===== src/rtl/divtap_timer.sv =====
module divtap_timer #(
  parameter int DIV_W = 16,
  parameter int TAP00 = 9,
  parameter int TAP01 = 3,
  parameter int TAP10 = 5,
  parameter int TAP11 = 7
) (
  input  logic       clk,
  input  logic       rst,
  input  logic [1:0] addr,
  input  logic [7:0] wdata,
  input  logic       wr_en,
  output logic [7:0] rdata,
  output logic       irq
);
  localparam int IDX_W = $clog2(DIV_W);

  logic [DIV_W-1:0] div_q;
  logic [7:0]       cnt_q, mod_q;
  logic [2:0]       ctl_q;
  logic             gate_prev_q, irq_q;
  logic [IDX_W-1:0] tap_idx;
  logic             gate_now, bump, wrap;

  wire wr_div = wr_en && (addr == 2'd0);
  wire wr_cnt = wr_en && (addr == 2'd1);
  wire wr_mod = wr_en && (addr == 2'd2);
  wire wr_ctl = wr_en && (addr == 2'd3);

  always_comb begin
    case (ctl_q[1:0])
      2'b00:   tap_idx = IDX_W'(TAP00);
      2'b01:   tap_idx = IDX_W'(TAP01);
      2'b10:   tap_idx = IDX_W'(TAP10);
      default: tap_idx = IDX_W'(TAP11);
    endcase
  end

  assign gate_now = ctl_q[2] & div_q[tap_idx];
  assign bump     = gate_prev_q & ~gate_now;
  assign wrap     = bump && (cnt_q == 8'hFF);

  always_ff @(posedge clk) begin
    if (rst) begin
      div_q       <= '0;
      cnt_q       <= '0;
      mod_q       <= '0;
      ctl_q       <= '0;
      gate_prev_q <= 1'b0;
      irq_q       <= 1'b0;
    end else begin
      div_q       <= wr_div ? '0 : div_q + 1'b1;
      gate_prev_q <= gate_now;
      irq_q       <= wrap;
      if (wrap)        cnt_q <= mod_q;
      else if (wr_cnt) cnt_q <= wdata;
      else if (bump)   cnt_q <= cnt_q + 8'd1;
      if (wr_mod) mod_q <= wdata;
      if (wr_ctl) ctl_q <= wdata[2:0];
    end
  end

  always_comb begin
    case (addr)
      2'd0:    rdata = div_q[DIV_W-1 -: 8];
      2'd1:    rdata = cnt_q;
      2'd2:    rdata = mod_q;
      default: rdata = {5'b11111, ctl_q};
    endcase
  end

  assign irq = irq_q;

  assert_div_step_R2: assert property (@(posedge clk) disable iff (rst)
    (!$past(rst) && !$past(wr_div)) |-> div_q == $past(div_q) + 1'b1);

  assert_div_clear_R3: assert property (@(posedge clk) disable iff (rst)
    wr_div |=> div_q == '0);

  assert_cnt_source_R5: assert property (@(posedge clk) disable iff (rst)
    (!$past(rst) && cnt_q != $past(cnt_q)) |-> ($past(bump) || $past(wr_cnt)));

  assert_irq_single_R7: assert property (@(posedge clk) disable iff (rst)
    irq |=> !irq);

  assert_reload_value_R7: assert property (@(posedge clk) disable iff (rst)
    irq |-> cnt_q == $past(mod_q));

  assert_reset_clear_R10: assert property (@(posedge clk) disable iff (rst)
    $past(rst) |-> (cnt_q == 8'd0 && div_q == '0 && !irq));
endmodule


===== config.mk =====
export PLATFORM = sky130hd
export DESIGN_NAME = divtap_timer
export DESIGN_NICKNAME = d
export VERILOG_FILES = /design/src/rtl/divtap_timer.sv
export SDC_FILE = /design/constraint.sdc
export NUM_CORES = 1
export LEC_CHECK = 0
export ABC_AREA = 1
export BUFFER_PORTS_ARGS = -buffer_cell sky130_fd_sc_hd__buf_2
export CORE_MARGIN = 8
export CORE_UTILIZATION = 45
export CTS_CLUSTER_DIAMETER = 120
export DETAILED_ROUTE_END_ITERATION = 10
export PLACE_DENSITY_LB_ADDON = 0.25
export SLEW_MARGIN = 20
export SYNTH_ARGS = -nofsm -noshare
export SYNTH_HDL_FRONTEND = slang
export SYNTH_SLANG_ARGS = --single-unit

===== constraint.sdc =====
create_clock -name clk -period 1.72 [get_ports clk]
set_input_delay 0.086 -clock clk [delete_from_list [all_inputs] [get_ports clk]]
set_output_delay 0.086 -clock clk [all_outputs]
set_load 0.02 [all_outputs]

== Word level (Yosys, flattened, before mapping) ==
Index checks and enable logic that the tools add are counted.

* Bits in registers: 37
* Latch bits: 0
* Bits in writable memories: 0
* ROM bits: 0
* Bits of input ports: 13
* Output and inout bits: 9
* Memories: 0

* Add/subtract/negate cells: 2
* Multiply operators: 0
* Div/mod/pow operators: 0
* $lt $le $gt $ge: 1
* Equality and inequality tests: 6
* Shifts and indexed selects: 0
* Muxes and demuxes: 7
* Bitwise logic cells: 3
* Reductions and logical operators: 9

{| class="wikitable"
|+ Operators with widths
! cell !! number
|-
| $mux W8 || 3
|-
| $pmux W8 S3 || 1
|-
| $add A16 B1 Y16 const B || 1
|-
| $pmux W4 S3 || 1
|-
| $add A8 B1 Y8 const B || 1
|-
| $eq A8 B8 Y1 const B || 1
|-
| $eq A2 B2 Y1 const B || 3
|-
| $logic_and A1 B1 Y1 || 5
|-
| $lt A4 B5 Y1 const B || 1
|-
| $bmux W1 S4 || 1
|-
| $eq A2 B1 Y1 const B || 2
|-
| $logic_not A2 Y1 || 2
|-
| $reduce_bool A3 Y1 || 1
|-
| $and A1 B1 Y1 || 2
|-
| $reduce_or A2 Y1 || 1
|-
| $mux W1 || 1
|-
| $not A1 Y1 || 1
|}

== Longest topological paths before layout ==
* Word-level depth: 10
* Depth in mapped cells: 12

== Worst setup path before layout ==
No wires, ideal clock.

* Path kind: register to register
* From: reg div_q[0]
* To: reg div_q[12]
* Library setup time: 115 ps
* Arrival time: 1,308 ps
* Required time: 1,605 ps
* Setup slack: 297 ps
* Cell stages (with the launch flop): 11
* Buffers on the path: 0
* Clock period less this slack: 1,423 ps
* Cell sequence: dfxtp_1 -> ha_1 -> nand3_2 -> nor2_1 -> nand3_1 -> nor2_1 -> nand2_1 -> nor2_2 -> nand3_1 -> nand2_1 -> nor2_1

* Word-level cells in the longest chain between the ends: 1

{| class="wikitable"
|+ Ends and longest elaborated chain
! element !! line !! text
|-
| start: declaration || 18 || <nowiki>logic [DIV_W-1:0] div_q;</nowiki>
|-
| start signal: assignment || 52 || <nowiki>div_q <= wr_div ? '0 : div_q + 1'b1;</nowiki>
|-
| $add A16 B1 Y16 || 52 ||
|}

No other way between the ends.
A chain may end at the register's enable or synchronous reset.

== Worst setup path in the final report ==
* From: reg div_q[7]
* To: reg cnt_q[4]

* Word-level cells in the longest chain between the ends: 7

{| class="wikitable"
|+ Ends and longest elaborated chain
! element !! line !! text
|-
| $bmux W1 S4 (*) || 39 || <nowiki>assign gate_now = ctl_q[2] & div_q[tap_idx];</nowiki>
|-
| $mux W1 (implied by the code) (*) || 39 ||
|-
| $and A1 B1 Y1 (*) || 39 ||
|-
| $not A1 Y1 (*) || 40 || <nowiki>assign bump = gate_prev_q & ~gate_now;</nowiki>
|-
| $and A1 B1 Y1 (*) || 40 ||
|-
| $logic_and A1 B1 Y1 || 41 || <nowiki>assign wrap = bump && (cnt_q == 8'hFF);</nowiki>
|-
| $reduce_bool A3 Y1 (no line) / $mux W8 (equally long branches) || n/a ||
|-
| end signal: assignment || 55 || <nowiki>if (wrap) cnt_q <= mod_q;</nowiki>
|-
| end signal: assignment || 56 || <nowiki>else if (wr_cnt) cnt_q <= wdata;</nowiki>
|-
| end signal: assignment || 57 || <nowiki>else if (bump) cnt_q <= cnt_q + 8'd1;</nowiki>
|-
| end: declaration || 19 || <nowiki>logic [7:0] cnt_q, mod_q;</nowiki>
|}

Mark *: on every way between the ends. The rest lies on a longest branch, timed or not. The select of a mux whose other input is x is not followed.

==> flow_metrics.tcl <==
set metrics [dict create \
    status "complete, no violations" \
    initial_core_util_pct 45.95 \
    rows 25 \
    dp_hpwl_mm 4.052 \
    worst_slew_pin_slew_ns 0.4449 \
    drc 0 \
    min_path_cells 3 \
    die_y_um 84.75 \
    wl_per_cell_um 13.50 \
    area_growth_pct 10.76 \
    fin_ws_ns 0.1707 \
    fmax_ghz 0.6454 \
    fp.dieW_um 84.75 \
    critPathLaunchType "register" \
    drv_cap 0 \
    yosys_warnings 0 \
    finalCritPeriodShare_pct 90.08 \
    synth_cell_type_count 35 \
    vias 2033 \
    cts_hold_buf 0 \
    final_common_cell "nand2_1" \
    dr.pass1.iters 4 \
    rsz0062_at_grt "false" \
    r2r_cells 10 \
    synthArstFlopShare_pct 0 \
    cp-end-kind "register" \
    clk_pin_slew_worst_paths_ns 0.07 \
    antenna_found_initial 0 \
    syn-cell-area_um2 2127 \
    cp.required_ns 1.89 \
    io_buffers 21 \
    ys_seq_area_share_pct 34.82 \
    die_area_um2 7183 \
    cp.arrival_ns 1.71 \
    fin_hold_ws_ns 0.09498 \
    grt_pass1_vias 1931 \
    cp_max_fo 11 \
    viasPerCell 5.267 \
    cts_tree "built" \
    fin_setup_tns_ns 0 \
    p_leak_nw 0.9841 \
    final_max_slew_viol_count 0 \
    diodes 0 \
    worstSetupPathType "register to register" \
    hold_violations 0 \
    avgSynthCellArea_um2 6.884 \
    finalWirelength_mm 5.212 \
    place_congestion 0.8823 \
    vdd_drop_max_uv 490.7 \
    drt_iter0_markers 109 \
    slew_headroom_pct 70.27 \
    grtUsageTotal_pct 15.20 \
    final_cell_mix "nand2_1, inv_1, dfxtp_1, a21oi_1, nand3_1" \
    drive_gt1_share_pct 16.27 \
    synth-edff-count 0 \
    power_density_nw_per_um2 709.8 \
    synth_nets 324 \
    design.core.area_um2 4629 \
    grt_start_max_net_pins 15 \
    pin_count 22 \
    ys_seq_elements 37 \
    final_nets 346 \
    grt.overflow.total 0 \
    cts-root-buf "clkbuf_8" \
    setup_viol 0 \
    worstSkewPairLatency_ns 0.29 \
    clock_skew_ns 0.007628 \
    clock_path_buffers 2 \
    synthCells 309 \
    hold_class "input port to register" \
    numCtsBuffers 5 \
    fin_crit_ns 1.549 \
    ys.flop_type "dfxtp_1" \
    antenna_left 0 \
    clock-sinks 37 \
    htree_num_levels 2 \
    pre_cts_ws_ns 0.1464 \
    grt_pass1_wl_mm 8.907 \
]
cells in the mapped netlist, types with 2 or more instances:
library cell	n	share of area, %
nand2_1	60	11
xor2_1	2	0.82
nor3_1	5	1.2
a21oi_1	31	7.3
dfxtp_1	37	35
a221oi_1	2	0.82
nor2_1	26	4.6
clkinv_1	2	0.35
buf_6	2	1.1
nand2_2	3	0.88
clkbuf_1	2	0.35
nand3_2	2	0.94
ha_1	2	1.2
inv_2	3	0.53
o221ai_1	3	1.2
inv_1	43	7.6
o22ai_1	2	0.59
o21ai_0	22	5.2
buf_4	3	1.1
nand3_1	29	6.8
o21ai_2	2	0.82
nand4_1	9	2.6
nand2_4	4	2.1
buf_2	2	0.47
final timing paths:
kind | from | endpoint | slack (ns)
worst max-delay path | div_q[7] | cnt_q[4] | 0.17
worst min-delay path | wdata[5] | mod_q[5] | 0.09
worst max register to register | div_q[7] | cnt_q[4] | 0.17
worst min register to register | div_q[0] | div_q[0] | 0.45
where the power goes:
part           leakage, nW  switching (W)  internal, W
registers            0.301      0.0000188     0.000881
logic                0.644       0.000132    0.0000670
clock network       0.0395       0.000286     0.000288
metrics by stage:
stage | total power, W | instance area [µm²] | utilization, % | cells
3_5_place_dp | 0.001117 | 2260 | 48.81 | 378
3_3_place_gp | 0.001116 | 2260 | 48.81 | 378
2_1_floorplan | 0.001056 | 2127 | - | 309
6_report | 0.001672 | 2356 | 50.89 | 386
5_1_grt | 0.001759 | 2356 | 50.89 | 386
4_1_cts | 0.001689 | 2340 | 50.54 | 386
sequential cells by signal, indices dropped and copies added (netlist names):
| register | count |
|---|---|
| div_q | 16 |
| ctl_q | 3 |
| cnt_q | 8 |
| irq | 1 |
| mod_q | 8 |
| gate_prev_q | 1 |
logic make-up (layout without fill, tap and decap cells):
logic type,after synthesis,count (layout),synth area share (%)
buf+inv,57,80,11.41
compound gates,65,65,17.41
xor+xnor,3,3,1.236
simple gates,145,145,33.94
flops,37,37,34.82
fa+ha+maj,2,2,1.176
final cells by class:
class,count,area [µm²]
multi-input combinational,215,1159
clock buffer,8,80.08
tap,54,67.56
timing repair buffer,24,127.6
fill,480,2273
inverter,48,180.2
sequential,37,742.0
per-layer routing:
metal	global-route usage, %	part of all wire (%)	up-vias
li1	-	-	1060
met5	0	0	-
met3	3.415	3.6	5
met1	18.84	45	935
met4	4.369	0.77	0
met2	25.48	50	33
critical path, stage by stage (launching register included):
cell      delay, ns
dfxtp_1        0.37
inv_2          0.13
nand2_2        0.06
nand3_2        0.07
nand2_2        0.06
nand2_4        0.14
nand2_4        0.08
nand2_4        0.14
clkinv_1       0.20
nand2_1        0.12
a21oi_1        0.07
timing repair:
item | in CTS | in global routing
setup buffers | 0 | 0
resized for setup | 0 | 6
endpoints found under the setup margin | 0 | 9
(Power assumes the default switching activity.)
